### src/rtl/scan_seq_pkg.sv
package scan_seq_pkg;

  localparam int NUM_CH = 26;
  localparam int CH_W   = 5;
  localparam int BUS_W  = 16;
  localparam int ADDR_W = 3;
  localparam int LO_CH  = 16;
  localparam int HI_CH  = NUM_CH - LO_CH;
  localparam int SRC_W  = 2;

  typedef enum logic [ADDR_W-1:0] {
    A_MASK_LO = 3'd0,
    A_MASK_HI = 3'd1,
    A_SETTLE  = 3'd2,
    A_TRIG    = 3'd3,
    A_CMD     = 3'd4,
    A_RATE    = 3'd5,
    A_STATUS  = 3'd6
  } reg_addr_e;

  typedef enum logic [SRC_W-1:0] {
    SRC_RATE      = 2'd0,
    SRC_BACKPLANE = 2'd1,
    SRC_PANEL     = 2'd2,
    SRC_SOFT      = 2'd3
  } trig_src_e;

  typedef enum logic [1:0] {
    ENG_IDLE    = 2'd0,
    ENG_SETTLE  = 2'd1,
    ENG_CONVERT = 2'd2
  } eng_state_e;

  typedef struct packed {
    logic            found;
    logic [CH_W-1:0] idx;
  } ch_pick_t;

  // Lowest enabled channel index at or above 'from' (0-based).
  function automatic ch_pick_t pick_channel(input logic [NUM_CH-1:0] m,
                                            input logic [CH_W-1:0]   from);
    ch_pick_t r;
    r = '0;
    for (int c = NUM_CH - 1; c >= 0; c--) begin
      if (m[c] && (c >= int'(from))) begin
        r.found = 1'b1;
        r.idx   = CH_W'(c);
      end
    end
    return r;
  endfunction

  // Requested settle length, raised to the floor if shorter.
  function automatic logic [BUS_W-1:0] settle_floor(input logic [BUS_W-1:0] req,
                                                    input logic [BUS_W-1:0] floor_v);
    return (req < floor_v) ? floor_v : req;
  endfunction

  function automatic logic [NUM_CH-1:0] join_mask(input logic [BUS_W-1:0] lo,
                                                  input logic [HI_CH-1:0] hi);
    return {hi, lo};
  endfunction

endpackage

### src/rtl/scan_seq_regs.sv
module scan_seq_regs
  import scan_seq_pkg::*;
(
  input  logic              clk,
  input  logic              rst_n,
  input  logic [ADDR_W-1:0] bus_addr,
  input  logic              bus_wr,
  input  logic [BUS_W-1:0]  bus_wdata,
  output logic [BUS_W-1:0]  bus_rdata,
  output logic [NUM_CH-1:0] mask,
  output logic [BUS_W-1:0]  settle_val,
  output trig_src_e         trig_src,
  output logic [BUS_W-1:0]  rate_period,
  output logic              sw_fire,
  input  logic              busy,
  input  logic              evt_overrun,
  input  logic              evt_overflow
);

  logic [BUS_W-1:0] mask_lo_q;
  logic [HI_CH-1:0] mask_hi_q;
  logic [BUS_W-1:0] settle_q;
  logic [BUS_W-1:0] rate_q;
  trig_src_e        src_q;
  logic             ovr_q;
  logic             ofl_q;
  logic             status_wr;

  assign status_wr   = bus_wr && (bus_addr == A_STATUS);
  assign sw_fire     = bus_wr && (bus_addr == A_CMD) && bus_wdata[0];
  assign mask        = join_mask(mask_lo_q, mask_hi_q);
  assign settle_val  = settle_q;
  assign trig_src    = src_q;
  assign rate_period = rate_q;

  always_ff @(posedge clk) begin
    if (!rst_n) begin
      mask_lo_q <= '0;
      mask_hi_q <= '0;
      settle_q  <= '0;
      rate_q    <= '0;
      src_q     <= SRC_RATE;
      ovr_q     <= 1'b0;
      ofl_q     <= 1'b0;
    end else begin
      if (bus_wr) begin
        case (bus_addr)
          A_MASK_LO: mask_lo_q <= bus_wdata;
          A_MASK_HI: mask_hi_q <= bus_wdata[HI_CH-1:0];
          A_SETTLE:  settle_q  <= bus_wdata;
          A_TRIG:    src_q     <= trig_src_e'(bus_wdata[SRC_W-1:0]);
          A_RATE:    rate_q    <= bus_wdata;
          default: ;
        endcase
      end
      ovr_q <= evt_overrun  | (ovr_q & ~(status_wr & bus_wdata[1]));
      ofl_q <= evt_overflow | (ofl_q & ~(status_wr & bus_wdata[2]));
    end
  end

  always_comb begin
    bus_rdata = '0;
    case (bus_addr)
      A_MASK_LO: bus_rdata = mask_lo_q;
      A_MASK_HI: bus_rdata = {{(BUS_W-HI_CH){1'b0}}, mask_hi_q};
      A_SETTLE:  bus_rdata = settle_q;
      A_TRIG:    bus_rdata = {{(BUS_W-SRC_W){1'b0}}, src_q};
      A_RATE:    bus_rdata = rate_q;
      A_STATUS:  bus_rdata = {{(BUS_W-3){1'b0}}, ofl_q, ovr_q, busy};
      default:   bus_rdata = '0;
    endcase
  end

  a_r1_hi_reserved_zero: assert property (@(posedge clk) disable iff (!rst_n)
    (bus_addr == A_MASK_HI) |-> (bus_rdata[BUS_W-1:HI_CH] == '0));

  a_r8_overrun_sticks: assert property (@(posedge clk) disable iff (!rst_n)
    evt_overrun |=> ovr_q);

  a_r8_overrun_clear: assert property (@(posedge clk) disable iff (!rst_n)
    (status_wr && bus_wdata[1] && !evt_overrun) |=> !ovr_q);

  a_r10_overflow_sticks: assert property (@(posedge clk) disable iff (!rst_n)
    evt_overflow |=> ofl_q);

  a_r10_overflow_clear: assert property (@(posedge clk) disable iff (!rst_n)
    (status_wr && bus_wdata[2] && !evt_overflow) |=> !ofl_q);

endmodule

### src/rtl/scan_seq_trigger.sv
module scan_seq_trigger
  import scan_seq_pkg::*;
(
  input  logic             clk,
  input  logic             rst_n,
  input  trig_src_e        src,
  input  logic [BUS_W-1:0] rate_period,
  input  logic             ext_backplane,
  input  logic             ext_panel,
  input  logic             sw_fire,
  output logic             trig_pulse
);

  logic             bp_q;
  logic             fp_q;
  logic [BUS_W-1:0] rate_cnt;
  logic             rate_run;
  logic             rate_hit;
  logic             fire;

  assign rate_run = (src == SRC_RATE) && (rate_period != '0);
  assign rate_hit = rate_run && (rate_cnt == rate_period - BUS_W'(1));

  always_comb begin
    case (src)
      SRC_RATE:      fire = rate_hit;
      SRC_BACKPLANE: fire = ext_backplane & ~bp_q;
      SRC_PANEL:     fire = ext_panel & ~fp_q;
      SRC_SOFT:      fire = sw_fire;
      default:       fire = 1'b0;
    endcase
  end

  always_ff @(posedge clk) begin
    if (!rst_n) begin
      bp_q       <= 1'b0;
      fp_q       <= 1'b0;
      rate_cnt   <= '0;
      trig_pulse <= 1'b0;
    end else begin
      bp_q       <= ext_backplane;
      fp_q       <= ext_panel;
      trig_pulse <= fire;
      if (!rate_run || rate_hit) rate_cnt <= '0;
      else                       rate_cnt <= rate_cnt + BUS_W'(1);
    end
  end

  a_r7_rate_zero_quiet: assert property (@(posedge clk) disable iff (!rst_n)
    ((src == SRC_RATE) && (rate_period == '0)) |=> !trig_pulse);

  a_r6_soft_needs_cmd: assert property (@(posedge clk) disable iff (!rst_n)
    ((src == SRC_SOFT) && !sw_fire) |=> !trig_pulse);

endmodule

### src/rtl/scan_seq_engine.sv
module scan_seq_engine
  import scan_seq_pkg::*;
#(
  parameter int DATA_W     = 16,
  parameter int MIN_SETTLE = 5100
) (
  input  logic                   clk,
  input  logic                   rst_n,
  input  logic                   trig_pulse,
  input  logic [NUM_CH-1:0]      mask,
  input  logic [BUS_W-1:0]       settle_val,
  output logic [CH_W-1:0]        mux_sel,
  output logic                   adc_start,
  input  logic                   adc_done,
  input  logic [DATA_W-1:0]      adc_data,
  output logic                   fifo_wr,
  output logic [DATA_W+CH_W-1:0] fifo_wdata,
  input  logic                   fifo_full,
  output logic                   busy,
  output logic                   evt_overrun,
  output logic                   evt_overflow
);

  localparam logic [BUS_W-1:0] FLOOR = BUS_W'(MIN_SETTLE);

  eng_state_e        state_q;
  logic [NUM_CH-1:0] snap_q;
  logic [CH_W-1:0]   cur_q;
  logic [BUS_W-1:0]  cnt_q;

  ch_pick_t          first_pick;
  ch_pick_t          next_pick;
  logic [BUS_W-1:0]  settle_len;
  logic              accept;
  logic              conv_done;
  logic              advance;
  logic              load_evt;
  logic [CH_W-1:0]   load_idx;

  always_comb begin
    first_pick = pick_channel(mask, '0);
    next_pick  = pick_channel(snap_q, cur_q + CH_W'(1));
    settle_len = settle_floor(settle_val, FLOOR);
    accept     = (state_q == ENG_IDLE) && trig_pulse && first_pick.found;
    conv_done  = (state_q == ENG_CONVERT) && adc_done;
    advance    = conv_done && next_pick.found;
    load_evt   = accept || advance;
    load_idx   = accept ? first_pick.idx : next_pick.idx;
  end

  assign busy         = (state_q != ENG_IDLE);
  assign evt_overrun  = trig_pulse && (state_q != ENG_IDLE);
  assign fifo_wr      = conv_done && !fifo_full;
  assign evt_overflow = conv_done && fifo_full;
  assign fifo_wdata   = {cur_q + CH_W'(1), adc_data};

  always_ff @(posedge clk) begin
    if (!rst_n) begin
      state_q   <= ENG_IDLE;
      snap_q    <= '0;
      cur_q     <= '0;
      cnt_q     <= '0;
      mux_sel   <= '0;
      adc_start <= 1'b0;
    end else begin
      adc_start <= 1'b0;
      if (accept) snap_q <= mask;
      if (load_evt) begin
        cur_q   <= load_idx;
        mux_sel <= load_idx + CH_W'(1);
        cnt_q   <= settle_len - BUS_W'(1);
        state_q <= ENG_SETTLE;
      end else begin
        case (state_q)
          ENG_IDLE: ;
          ENG_SETTLE: begin
            if (cnt_q == '0) begin
              state_q   <= ENG_CONVERT;
              adc_start <= 1'b1;
            end else begin
              cnt_q <= cnt_q - BUS_W'(1);
            end
          end
          ENG_CONVERT: if (adc_done) state_q <= ENG_IDLE;
          default: state_q <= ENG_IDLE;
        endcase
      end
    end
  end

  // Window counter for the settle-length property.
  logic [BUS_W:0]   chk_since;
  logic [BUS_W-1:0] chk_len;

  always_ff @(posedge clk) begin
    if (!rst_n) begin
      chk_since <= '0;
      chk_len   <= '0;
    end else if (load_evt) begin
      chk_since <= '0;
      chk_len   <= settle_len;
    end else if (chk_since != '1) begin
      chk_since <= chk_since + (BUS_W+1)'(1);
    end
  end

  a_r4_start_single: assert property (@(posedge clk) disable iff (!rst_n)
    adc_start |=> !adc_start);

  a_r4_settle_window: assert property (@(posedge clk) disable iff (!rst_n)
    adc_start |-> (chk_since == {1'b0, chk_len}));

  a_r5_mux_holds: assert property (@(posedge clk) disable iff (!rst_n)
    !load_evt |=> $stable(mux_sel));

  a_r10_full_blocks: assert property (@(posedge clk) disable iff (!rst_n)
    fifo_full |-> !fifo_wr);

  a_r2_word_enabled: assert property (@(posedge clk) disable iff (!rst_n)
    fifo_wr |-> snap_q[cur_q]);

  a_r9_empty_stays_idle: assert property (@(posedge clk) disable iff (!rst_n)
    ((state_q == ENG_IDLE) && trig_pulse && (mask == '0)) |=> (state_q == ENG_IDLE));

endmodule

### src/rtl/adc_scan_sequencer.sv
module adc_scan_sequencer
  import scan_seq_pkg::*;
#(
  parameter int DATA_W     = 16,
  parameter int MIN_SETTLE = 5100
) (
  input  logic                   clk,
  input  logic                   rst_n,
  input  logic [2:0]             bus_addr,
  input  logic                   bus_wr,
  input  logic [15:0]            bus_wdata,
  output logic [15:0]            bus_rdata,
  input  logic                   trig_backplane,
  input  logic                   trig_panel,
  output logic [4:0]             mux_sel,
  output logic                   adc_start,
  input  logic                   adc_done,
  input  logic [DATA_W-1:0]      adc_data,
  output logic                   fifo_wr,
  output logic [DATA_W+4:0]      fifo_wdata,
  input  logic                   fifo_full,
  output logic                   busy
);

  logic [NUM_CH-1:0] mask;
  logic [BUS_W-1:0]  settle_val;
  logic [BUS_W-1:0]  rate_period;
  trig_src_e         trig_src;
  logic              sw_fire;
  logic              trig_pulse;
  logic              evt_overrun;
  logic              evt_overflow;

  scan_seq_regs u_regs (
    .clk          (clk),
    .rst_n        (rst_n),
    .bus_addr     (bus_addr),
    .bus_wr       (bus_wr),
    .bus_wdata    (bus_wdata),
    .bus_rdata    (bus_rdata),
    .mask         (mask),
    .settle_val   (settle_val),
    .trig_src     (trig_src),
    .rate_period  (rate_period),
    .sw_fire      (sw_fire),
    .busy         (busy),
    .evt_overrun  (evt_overrun),
    .evt_overflow (evt_overflow)
  );

  scan_seq_trigger u_trig (
    .clk           (clk),
    .rst_n         (rst_n),
    .src           (trig_src),
    .rate_period   (rate_period),
    .ext_backplane (trig_backplane),
    .ext_panel     (trig_panel),
    .sw_fire       (sw_fire),
    .trig_pulse    (trig_pulse)
  );

  scan_seq_engine #(
    .DATA_W     (DATA_W),
    .MIN_SETTLE (MIN_SETTLE)
  ) u_engine (
    .clk          (clk),
    .rst_n        (rst_n),
    .trig_pulse   (trig_pulse),
    .mask         (mask),
    .settle_val   (settle_val),
    .mux_sel      (mux_sel),
    .adc_start    (adc_start),
    .adc_done     (adc_done),
    .adc_data     (adc_data),
    .fifo_wr      (fifo_wr),
    .fifo_wdata   (fifo_wdata),
    .fifo_full    (fifo_full),
    .busy         (busy),
    .evt_overrun  (evt_overrun),
    .evt_overflow (evt_overflow)
  );

endmodule

### config.mk
export PLATFORM = sky130hd
export DESIGN_NAME = adc_scan_sequencer
export DESIGN_NICKNAME = d
export VERILOG_FILES = /design/src/rtl/scan_seq_pkg.sv /design/src/rtl/scan_seq_regs.sv /design/src/rtl/scan_seq_trigger.sv /design/src/rtl/scan_seq_engine.sv /design/src/rtl/adc_scan_sequencer.sv
export SDC_FILE = /design/constraint.sdc
export NUM_CORES = 1
export LEC_CHECK = 0
export CORE_ASPECT_RATIO = 0.9
export CORE_MARGIN = 2
export CORE_UTILIZATION = 52
export DETAILED_ROUTE_END_ITERATION = 12
export PLACE_DENSITY = 0.8
export SYNTH_ARGS = -nofsm -noshare
export SYNTH_HDL_FRONTEND = slang
export SYNTH_SLANG_ARGS = --single-unit
### constraint.sdc
create_clock -name clk -period 4.6 [get_ports clk]
set_input_delay 1.38 -clock clk [delete_from_list [all_inputs] [get_ports clk]]
set_output_delay 1.38 -clock clk [all_outputs]
set_load 0.02 [all_outputs]
**Word level (Yosys, flattened, before mapping)**

Cells that the tools add are included.

- Bits in registers: 136
- Output and inout bits: 45
- Logic and storage cells: 208

- Reductions and logical operators: 60
- Magnitude comparators: 27
- Add/subtract/negate cells: 6
- Muxes and demuxes: 64
- Bitwise operators: 15
- Equal/unequal tests: 18

Operator list:

| kind | count |
|---|---|
| 6-bit 2-to-1 mux | 52 |
| 16-bit one-hot mux with 6 select lines | 1 |
| 16-bit 2-to-1 mux | 4 |
| 5-bit >= comparator (first input constant) | 10 |
| 16-bit by 1-bit subtractor with 16-bit output (second input constant) | 3 |
| 4-bit by 5-bit >= comparator with 1-bit output (first input constant) | 8 |
| 1-bit logical AND | 38 |
| 3-bit by 5-bit >= comparator with 1-bit output (first input constant) | 4 |
| 16-bit by 1-bit adder with 16-bit output (second input constant) | 1 |
| 16-bit == test | 1 |
| 16-bit zero test | 1 |
| 16-bit by 13-bit less-than comparator with 1-bit output (second input constant) | 1 |
| 16-bit nonzero test | 1 |
| 2-bit AND reduction | 6 |
| 5-bit by 1-bit adder with 5-bit output (second input constant) | 2 |
| 1-bit by 5-bit >= comparator with 1-bit output (first input constant) | 2 |
| 2-bit by 5-bit >= comparator with 1-bit output (first input constant) | 2 |
| 3-bit == test (second input constant) | 3 |
| 1-bit inverter | 7 |
| 1-bit bitwise AND | 6 |
| 2-bit == test (second input constant) | 3 |
| 3-bit by 2-bit == test with 1-bit output (second input constant) | 2 |
| 2-bit by 1-bit != test with 1-bit output (second input constant) | 3 |
| 2-bit one-hot mux with 3 select lines | 1 |
| 18 further kinds | 28 |

**Longest topological paths before layout**

Gate-level depths: netlist (run 1).

- Word-level depth: 33
- Depth in mapped cells: 21

**Cells and area by module**

A second synthesis (run 1) with hierarchy kept.

- Cell total of the unflattened synthesis: 1071
- Area, all modules: 8750.9 sq um

By module, submodules not included:

| module | instances | cells an instance | area an instance (sq um) |
|---|---|---|---|
| scan_seq_engine | 1 | 555 | 4252.8 |
| scan_seq_regs | 1 | 339 | 3022.9 |
| scan_seq_trigger | 1 | 177 | 1475.2 |

**Worst setup path before layout (run 1)**

OpenSTA, ideal clock, no wires.

- Kind: register to register
- Start point: register u_engine.cur_q[1]
- End point: register u_engine.cnt_q[10]
- Period minus slack after synthesis: 4606 ps
- Data arrival time: 4546 ps
- Stages on the path, launching flop included: 20
- Path slack: -6 ps
- Path through: dfxtp_1 clkbuf_1 inv_1 ha_1 clkbuf_1 or4b_1 o21ai_1 a21o_1 a21boi_0 nand4_1 o41a_1 buf_2 clkbuf_1 a31oi_1 ha_1 nand2_1 or4_1 mux2i_1 mux2_1 nand2_1

- Word-level cells in the longest chain between the ends: 33
- Elaborated cells between the ends (all ways): 85
- Those cells by class: 1 x add/sub; 26 x order compare; 1 x eq/ne; 27 x mux; 30 x reduce/logical

Ends and longest elaborated chain:

| what | RTL line | source |
|---|---|---|
| from (decl) | scan_seq_engine.sv:28 | `logic [CH_W-1:0] cur_q;` |
| from (signal assigned) | scan_seq_engine.sv:69 | `cur_q <= load_idx;` |
| 5-bit by 1-bit adder with 5-bit output (*) | scan_seq_engine.sv:42 | `next_pick = pick_channel(snap_q, cur_q + CH_W'(1));` |
| 5-bit >= comparator | scan_seq_pkg.sv:45 | `if (m[c] && (c >= int'(from))) begin` |
| 1-bit logical AND | scan_seq_pkg.sv:45 |  |
| 6-bit 2-to-1 mux (25 in a row) | scan_seq_pkg.sv:45 |  |
| 6-bit 2-to-1 mux (*) | scan_seq_pkg.sv:45 |  |
| 1-bit logical AND (*) | scan_seq_engine.sv:46 | `advance = conv_done && next_pick.found;` |
| 1-bit logical OR (*) | scan_seq_engine.sv:47 | `load_evt = accept \|\| advance;` |
| 2-bit by 1-bit != test with 1-bit output (no source line) / 2-bit nonzero test (equally long branches) | - |  |
| 2-bit AND reduction (no source line) | - |  |
| to (signal assigned) | scan_seq_engine.sv:71 | `cnt_q <= settle_len - BUS_W'(1);` |
| to (signal assigned) | scan_seq_engine.sv:81 | `cnt_q <= cnt_q - BUS_W'(1);` |
| to (decl) | scan_seq_engine.sv:29 | `logic [BUS_W-1:0] cnt_q;` |

Every way passes the cells marked *; elsewhere a longest branch is shown, timed or not.
A chain may end at the register's enable or synchronous reset.

**Worst setup path in the final report (run 1)**

- Start point: input port bus_addr[0]
- End point: output port bus_rdata[14]

- Word-level cells in the longest chain between the ends: 2
- Elaborated cells between the ends (all ways): 7
- Those cells by class: 5 x eq/ne; 1 x mux; 1 x reduce/logical

Ends and longest elaborated chain:

| what | RTL line | source |
|---|---|---|
| from (decl) | adc_scan_sequencer.sv:9 | `input logic [2:0] bus_addr,` |
| 3-bit == test (tied with other cells) | scan_seq_regs.sv:63 | `case (bus_addr)` |
| 16-bit one-hot mux with 6 select lines (*) | scan_seq_regs.sv:63 |  |
| to (decl) | adc_scan_sequencer.sv:12 | `output logic [15:0] bus_rdata,` |

Marks and branches as above.

==> results of run 1 <==
per-stage QoR:
stage	area [µm²]	setup WS, ns	cells	power (µW)	util (%)
detailed placement	9090	-0.129	1329	1480	58.9
CTS	9680	0.138	1361	2870	62.7
global placement	9090	-0.129	1329	1470	58.9
global route	9690	0.0110	1361	2950	62.8
finish	9690	0.146	1361	2870	62.8
floorplan	8220	0.0880	1097	1400	-
state kept, by name, indices dropped and copies added (netlist names):
| register | count |
|---|---|
| u_trig.fp_q | 1 |
| u_regs.mask_hi_q | 10 |
| u_engine.snap_q | 26 |
| u_trig.trig_pulse | 1 |
| u_engine.cnt_q | 16 |
| u_regs.ovr_q | 1 |
| u_regs.mask_lo_q | 16 |
| u_trig.bp_q | 1 |
| u_engine.mux_sel | 5 |
| u_regs.settle_val | 16 |
| u_engine.adc_start | 1 |
| u_regs.rate_period | 16 |
| u_engine.cur_q | 5 |
| u_trig.rate_cnt | 16 |
| u_engine.state_q | 2 |
| u_regs.ofl_q | 1 |
| u_regs.trig_src | 2 |
power groups by stage:
| stage | logic, µW | clock network, µW | registers, µW |
|---|---|---|---|
| 6_report | 243 | 1410 | 1210 |
| 5_1_grt | 263 | 1480 | 1210 |
| 3_3_place_gp | 235 | 0 | 1240 |
| 4_1_cts | 240 | 1420 | 1210 |
| 2_1_floorplan | 167 | 0 | 1230 |
| 3_5_place_dp | 238 | 0 | 1240 |
area by class of cell:
type | count | area, µm² | area share [%]
clock buffer | 19 | 433 | 4.47
inverter | 32 | 120 | 1.24
timing repair buffer | 107 | 956 | 9.86
sequential | 136 | 2720 | 28.1
multi-input combinational | 852 | 5040 | 52.0
clock inverter | 13 | 169 | 1.74
tap | 202 | 253 | 2.61
what timing repair did:
action                     CTS  global route
gates resized for setup     16             4
setup buffers                0             0
setup endpoints to repair   16             3
logic make-up after synthesis:
logic type | after synthesis | share of synthesized area (%)
DFF | 136 | 33.1
adders and majority gates | 7 | 1.07
muxes | 47 | 6.04
xor gates and xnor gates | 50 | 5.33
AOI/OAI and AO/OA | 254 | 20.0
and+or+nand+nor | 494 | 28.7
buffers and inverters | 109 | 5.81
layer usage:
| layer | GRT usage [%] | vias up | wire [µm] |
|---|---|---|---|
| met3 | 6.68 | 78 | 2120 |
| met4 | 12.0 | 0 | 899 |
| li1 | - | 3970 | - |
| met5 | 0 | - | 0 |
| met2 | 46.6 | 397 | 11200 |
| met1 | 42.2 | 3839 | 10800 |
worst register-to-register path, cell delays in order, from the launching register on:
cell	delay, ns
dfxtp_1	0.37
inv_1	0.06
ha_1	0.33
buf_4	0.19
a21oi_1	0.28
o2111a_1	0.27
o2bb2ai_1	0.09
a21boi_0	0.26
nand4_1	0.25
o41a_4	0.60
mux2i_1	0.22
ha_2	0.27
nand4_1	0.16
or2_2	0.34
mux2i_1	0.21
mux2_1	0.34
nand2_1	0.06
how the worst max path moves through the flow:
| stage | start | depth (start not counted) | slack (ns) | endpoint |
|---|---|---|---|---|
| 6_report | bus_addr[0] | 6 | 0.15 | bus_rdata[14] |
| 3_5_place_dp | bus_addr[0] | 6 | -0.13 | bus_rdata[14] |
| 2_1_floorplan | u_engine.cur_q[1] | 19 | 0.09 | u_engine.cnt_q[10] |
| 4_1_cts | bus_addr[0] | 6 | 0.14 | bus_rdata[14] |
| 5_1_grt | u_engine.cur_q[1] | 16 | 0.01 | u_engine.cnt_q[12] |
| 3_3_place_gp | bus_addr[0] | 7 | -0.13 | bus_rdata[4] |
cells in the final DEF (no fill, tap or decap), types with 6 or more instances in the layout:
cell type        Yosys  layout
nand2b_1             6       6
dlygate4sd2_1        0      16
dfxtp_1            136     136
o31ai_1              7       7
buf_4               16      50
and3_1              10      10
nor2b_1             10      10
xor2_1              21      21
a21boi_0             6       6
xnor2_1             29      29
nor4_1              12      12
a31oi_1              8       8
clkbuf_16            0      17
nor3_1              31      31
a22oi_1              8       8
o21ai_0             33      33
o21ai_1              7       7
clkdlybuf4s50_1      0      38
or2_2               10      10
nor2_1             132     132
mux2i_1             44      44
nand3_1             25      25
inv_1               29      29
nand4_1             16      16
nand2_1            183     183
and2_1               9       9
a21oi_1            103     103
nor3b_1              7       7
a211oi_1            12      12
==> summary.md, run 1 <==
| Metric | Value |
|---|---|
| Status | finished clean |
| TritonCTS buffer count | 17 |
| Worst-path cell chain | clkdlybuf4s50_1, buf_4, or2_2, buf_4, o21ai_0, dlygate4sd2_1 |
| DR DRC count | 0 |
| Post-synth top area cell | dfxtp_1 |
| Initial antenna violation count | 0 |
| Main synth FF type | dfxtp_1 |
| Die width | 137 µm |
| Final #Nets | 1195 |
| Routed WL per cell | 18.4 µm |
| Endpoint class of the critical path | primary output |
| Crit-path max FO | 6 |
| CTS tree | yes |
| RePlAce Congestion | 0.977 |
| Critical R2R Launch | u_engine.cur_q[1] |
| Crit path DAT | 3.07 ns |
| Synth area leaders | dfxtp_1 (33%), nand2_1 (8.4%), a21oi_1 (6.3%), nor2_1 (6.0%), mux2i_1 (5.4%) |
| Register area share after synthesis | 33.1% |
| Initial DRC count | 808 |
| CP most frequent cell | buf_4 |
| IO Port Bufs | 54 |
| Hpwl dp | 18500 µm |
| Initial Utilization | 53.3% |
| Worst Path Buf+Inv | 4 |
| Clk_skew | 0.0102 ns |
| Worst hold endpoint | u_engine.snap_q[0] |
| Syn Nets | 1146 |
| Slew margin rel. | 39.4% |
| Mapped Area | 8220 µm² |
| Startpoint Class | input pin |
| Max_cap viols | 0 |
| Ports | 87 |
| Most common cell in the netlist | nand2_1 |
| Core Box Area | 15400 µm² |
| Final setup fails | 0 |
| Power per Cell Area | 296 nW/µm² |
| Fin crit share | 96.8% |
| Congestion Overflow GR | 0 |
| Rows | 43 |
| First-pass GRT wire length | 39900 µm |
| Clock Latency Late Sink | 0.43 ns |
| Largest net degree at the start of global routing | 105 |
| Comb pwr share | 8.5% |
| Leakage | 0.00387 µW |
| Avg Vias per Cell | 6.09 |
| # hold bufs at CTS | 0 |
| Share of the synthesized area in the top cell type | 33.1% |
| Hold Path Class | reg2reg |
| Worst Tran Pin Value | 0.908 ns |
| Hold Vio Cnt, Final | 0 |
| WHS Path Cells | 2 |
| Reg2reg setup slack | 0.27 ns |
| Antenna cells | 0 |
| Layout cells sized above 1 | 10.4% |
| CTS sink cnt | 136 |
| Reg clk slew, reported paths | 0.06 ns |
| R2R depth | 16 |
| Vias post-DR | 8284 |
| CTS Buffer Depth | 2 |
| Yosys cell types | 80 |
| Slowest stage delay, CP | 0.48 ns |
| Sw Share | 25.1% |
| Flop and latch count out of synthesis | 136 |
| Syn Area/Cell | 7.50 µm² |
| DRT Wirelength | 25000 µm |
| Post-synth EDFFs | 0 |
| Ys async rst share | 0% |
| Hold_sp | u_engine.snap_q[0] |
| DR pass1 iterations | 7 |
| Vias in the first global route | 7517 |
| Sequential Power Share | 42.3% |
| Most instantiated cells after synthesis | nand2_1 (183), dfxtp_1 (136), nor2_1 (132) |
| F_max | 225 MHz |
| Slew Limit Fails | 0 |
| Fin crit period | 4.45 ns |
| Family with the most delay on the worst path | buffers and inverters |
| Clk pwr share | 49.2% |
| Critical-path cell with the highest stage delay | clkdlybuf4s50_1 |
| VDD IR max | 0.256 mV |
| Root Driver | clkbuf_16 |
| Die H | 123 µm |
| CTS H-Tree Depth | 4 |
| RSZ-0062 raised after global routing | no |
| Fillers | 1336 |
| WS Path Type | in2out |
| GR Util All Layers | 30.6% |
| Worst hold slack | 0.463 ns |
| Setup_tns | 0 ns |
| CP required | 3.22 ns |
| Antenna-violating nets left | 0 |
| P_int | 2150 µW |
| Layout overhead on the synthesized area | 17.9% |
| Synthesis Warnings | 0 |
| Cells after Synth | 1097 |
| RR Endpoint | u_engine.cnt_q[10] |
| Die area | 16800 µm² |
| Switching power | 720 µW |
Note: power is estimated with default switching activity, not from simulation.
==> inputs of run 2 (changes only) <==
- GPL_ROUTABILITY_DRIVEN: not set -> 0
==> run 2 against run 1 <==
Compared with the run above: clock skew grew 0.0020 ns; cell count increased by 0.29%; worst setup slack lost 0.035 ns; fmax down 0.79%; non-clock buffer count is 4 higher; sequential share of layout area shrank 0.058 points; critical path type unchanged; highest routed layer unchanged.
==> summary.md, run 2 (synthesized netlist as in run 1, its figures left out) <==
| Metric | Value |
|---|---|
| Placed inst area | 9100 µm² |
| Congestion Overflow GR | 0 |
| Pre-CTS setup slack | -0.154 ns |
| Initial antenna violation count | 0 |
| Clock Latency Late Sink | 0.43 ns |
| DR DRC count | 0 |
| First-pass GRT wire length | 39400 µm |
| Crit path DAT | 3.11 ns |
| F_max | 223 MHz |
| Worst Slack Setup Final | 0.111 ns |
| CTS tree | yes |
| CTS sink cnt | 136 |
| Antenna cells | 0 |
| Fin cells | 1365 |
| CTS H-Tree Depth | 4 |
| Slew margin rel. | 48.0% |
| Hold Vio Cnt, Final | 0 |
| Crit-path max FO | 5 |
| Clk_skew | 0.0122 ns |
| Total chip power | 2820 µW |
| CP required | 3.22 ns |
| Leakage | 0.00388 µW |
| Endpoint class of the critical path | primary output |
| Status | finished clean |
| WHS Path Cells | 2 |
| Slew Limit Fails | 0 |
| TritonCTS buffer count | 17 |
| Placed instance count | 1332 |
| Ports | 87 |
| Number of flip-flops in the largest register | 26 |
| Top reg by flops | u_engine.snap_q |
| Die H | 123 µm |
| Die area | 16800 µm² |
| Final instance area | 9710 µm² |
| VDD IR max | 0.270 mV |
| Initial DRC count | 866 |
| Layout cells sized above 1 | 11.1% |
| Global Route met2 Usage | 45.9% |
| Commonest non-fill, non-tap cell in the layout | nand2_1 |
| Grt peak-use layer | met2 |
| Vias post-DR | 8395 |
| Commonest non-fill, non-tap cells in the layout | nand2_1 (183), dfxtp_1 (136), nor2_1 (132), a21oi_1 (102), buf_4 (55) |
| IO Port Bufs | 54 |
| Final setup fails | 0 |
| Final #Nets | 1199 |
| Fillers | 1300 |
| Power per Cell Area | 290 nW/µm² |
| Fin crit share | 97.6% |
| Root Driver | clkbuf_16 |
| Initial Utilization | 53.3% |
| Met3 Use GR | 7.42% |
| Antenna-violating nets left | 0 |
| Layout overhead on the synthesized area | 18.1% |
| Die width | 137 µm |
| Hold Path Class | reg2reg |
| Rows | 43 |
| # hold bufs at CTS | 0 |
| CTS Buffer Depth | 2 |
| WS Path Type | in2out |
| DR pass1 iterations | 6 |
| Worst Tran Pin Value | 0.773 ns |
| R2R depth | 16 |
| Met1 Usage GRT | 40.5% |
| Fin crit period | 4.49 ns |
| Startpoint Class | input pin |
| Core Box Area | 15400 µm² |
| GR Util All Layers | 29.9% |
| Largest net degree at the start of global routing | 105 |
| Reg clk slew, reported paths | 0.06 ns |
| DRT Wirelength | 24700 µm |
| Avg Vias per Cell | 6.15 |
| Final core occ | 62.9% |
| Max_cap viols | 0 |
| Vias in the first global route | 7686 |
| Hpwl dp | 18000 µm |
| Routed WL per cell | 18.1 µm |
==> run 2: cell count changes in the layout (fill, tap and decap cells not counted), moves of 2 or more <==
cell,before,now
buf_4,50,55
a21boi_0,6,4
a21boi_1,0,2
clkinv_4,1,3
==> run 2: power by group <==
group / switching [µW] / internal [µW] / total (µW)
sequential: 21.0 / 1190 / 1210
combinational: 144 / 99.2 / 243
clock: 556 / 804 / 1360
total: 721 / 2100 / 2820
==> run 2: final timing paths <==
path	startpoint	end	slack, ns
setup / recovery	bus_addr[0]	bus_rdata[3]	0.11
hold reg to reg	u_engine.snap_q[24]	u_engine.snap_q[24]	0.46
setup reg to reg	u_engine.cur_q[1]	u_engine.cnt_q[10]	0.25
hold / removal	u_engine.snap_q[24]	u_engine.snap_q[24]	0.46
==> run 2: layout make-up <==
class,count,area (µm²),share of cell area (%)
flip-flops and latches,136,2720,28.0
clock inverters,13,148,1.52
well taps,202,253,2.60
repair buffers,111,973,10.0
clock buffers,19,433,4.46
inverters,32,120,1.24
multi-input cells,852,5060,52.1
==> run 2: worst max-delay path, stage by stage <==
cell             delay [ns]
clkdlybuf4s50_1        0.49
buf_4                  0.20
nor2b_1                0.20
buf_4                  0.19
a21oi_1                0.07
o21ai_0                0.22
dlygate4sd2_1          0.37
==> run 2: timing repair <==
item	in CTS	in global routing
setup endpoints to repair	16	4
resized for setup	16	11
setup buffers	0	1
pin swaps	0	2
==> run 2: per-stage QoR <==
stage	TNS (ns)	hold WS, ns
after floorplan	0	0.437
after global placement	-1.24	0.447
after detailed placement	-1.31	0.450
after CTS	0	0.460
after global routing	-0.0219	0.486
final	0	0.459
==> run 2: layer usage <==
layer	up-vias	part of all wire, %
met1	3856	42
met4	0	3.1
met3	74	11
met2	482	44
met5	-	0
li1	3983	-
==> inputs of run 3 (changes only) <==
- CELL_PAD_IN_SITES_DETAIL_PLACEMENT: not set -> 1
- CELL_PAD_IN_SITES_GLOBAL_PLACEMENT: not set -> 1
- CORE_UTILIZATION: 52 -> 38
==> run 3 against run 2 <==
Compared with the run above: die area increased by 36%; register-to-register slack improved by 0.04 ns; first-iteration DRC count decreased by 37%; largest cell class unchanged; global-route usage decreased by 4.4 points.
==> summary.md, run 3 (synthesized netlist as in run 1, its figures left out) <==
| Metric | Value |
|---|---|
| GR Util All Layers | 25.5% |
| Initial DRC count | 545 |
| TritonCTS buffer count | 17 |
| Initial antenna violation count | 0 |
| Antenna-violating nets left | 0 |
| Ports | 87 |
| RR Endpoint | u_engine.cnt_q[10] |
| Root Driver | clkbuf_16 |
| CTS tree | yes |
| Worst Tran Pin Value | 0.938 ns |
| Worst hold slack | 0.473 ns |
| Final #Nets | 1196 |
| Initial Utilization | 38.4% |
| Die H | 144 µm |
| Commonest non-fill, non-tap cell in the layout | nand2_1 |
| Avg Vias per Cell | 5.82 |
| DR pass1 iterations | 7 |
| Hpwl dp | 21200 µm |
| Routed WL per cell | 19.9 µm |
| Crit-path max FO | 8 |
| Startpoint Class | input pin |
| F_max | 226 MHz |
| Critical R2R Launch | u_engine.cur_q[1] |
| DR DRC count | 0 |
| Congestion Overflow GR | 0 |
| R2R depth | 16 |
| Max_cap viols | 0 |
| Placed instance count | 1417 |
| Commonest non-fill, non-tap cells in the layout | nand2_1 (183), dfxtp_1 (135), nor2_1 (132), a21oi_1 (102), buf_4 (49) |
| Fin crit share | 96.0% |
| Global Route met2 Usage | 42.1% |
| Core Box Area | 21400 µm² |
| IO Port Bufs | 54 |
| Power per Cell Area | 300 nW/µm² |
| Die width | 159 µm |
| Layout cells sized above 1 | 11.1% |
| Clk_skew | 0.00949 ns |
| Rows | 51 |
| CTS H-Tree Depth | 4 |
| Reg clk slew, reported paths | 0.06 ns |
| Met1 Usage GRT | 33.9% |
| Met3 Use GR | 4.91% |
| Reg2reg setup slack | 0.29 ns |
| VDD IR max | 0.225 mV |
| Clock Latency Late Sink | 0.44 ns |
| Final instance area | 9930 µm² |
| Hold Path Class | reg2reg |
| Leakage | 0.00400 µW |
| Final core occ | 46.3% |
| Status | finished clean |
| RSZ-0062 raised after global routing | no |
| Fin crit period | 4.42 ns |
| # hold bufs at CTS | 0 |
| Hold_sp | u_engine.mux_sel[2] |
| Endpoint class of the critical path | primary output |
| Antenna cells | 0 |
| Die area | 22800 µm² |
| DRT Wirelength | 28900 µm |
| Top reg by flops | u_engine.snap_q |
| Hold Vio Cnt, Final | 0 |
| Fin cells | 1451 |
| Worst Slack Setup Final | 0.182 ns |
| CTS Buffer Depth | 2 |
| Crit path DAT | 3.04 ns |
| First-pass GRT wire length | 46000 µm |
| Largest net degree at the start of global routing | 89 |
| Fillers | 2659 |
| Slew margin rel. | 37.5% |
| Worst hold endpoint | u_engine.mux_sel[2] |
| Pre-CTS setup slack | -0.265 ns |
| Slew Limit Fails | 0 |
| Grt peak-use layer | met2 |
| Vias in the first global route | 8391 |
| WHS Path Cells | 2 |
| CTS sink cnt | 136 |
| CP required | 3.22 ns |
| Layout overhead on the synthesized area | 20.7% |
| Number of flip-flops in the largest register | 26 |
| WS Path Type | in2out |
| Vias post-DR | 8438 |
| Placed inst area | 9210 µm² |
| Final setup fails | 0 |
-- run 3: report_power, final --
| group | internal [µW] | switching [µW] |
|---|---|---|
| Clock | 941 | 569 |
| Combinational | 99.5 | 149 |
| Sequential | 1190 | 23.2 |
-- run 3: metrics by stage --
step / setup TNS (ns) / total power, µW
CTS: 0 / 2980
finish: 0 / 2970
global placement: -2.88 / 1480
detailed placement: -3.13 / 1480
floorplan: 0 / 1400
global route: 0 / 3070
-- run 3: worst max path at each step --
stage / start / end / depth (start not counted)
global route: u_engine.cur_q[1] / u_engine.cnt_q[10] / 16
global placement: bus_addr[0] / bus_rdata[6] / 7
detailed placement: bus_addr[0] / bus_rdata[0] / 8
floorplan: u_engine.cur_q[1] / u_engine.cnt_q[10] / 19
finish: bus_addr[1] / bus_rdata[0] / 7
CTS: bus_addr[1] / bus_rdata[4] / 6
-- run 3: cell type report --
type | instances | area (µm²) | share of cell area [%]
Multi-Input combinational cell | 852 | 5070 | 51.0
Sequential cell | 136 | 2720 | 27.4
Timing Repair Buffer | 108 | 1010 | 10.1
Clock buffer | 19 | 453 | 4.56
Tap cell | 291 | 364 | 3.67
Clock inverter | 13 | 194 | 1.95
Inverter | 32 | 120 | 1.21
-- run 3: timing repair --
action | in CTS | in global routing
buffers inserted | 0 | 2
gates resized for setup | 12 | 18
endpoints found under the setup margin | 16 | 13
pin swaps | 0 | 4
-- run 3: critical path, stage by stage --
cell	delay, ns
clkdlybuf4s50_1	0.53
nor2b_1	0.15
buf_4	0.19
buf_12	0.12
a22oi_1	0.07
a21oi_1	0.23
dlygate4sd2_1	0.36
-- run 3: layer usage --
layer  share of wire (%)  vias up
li1                    -     3967
met1                  46     4182
met2                  47      255
met3                 5.6       34
met4                 1.5        0
met5                   0        -
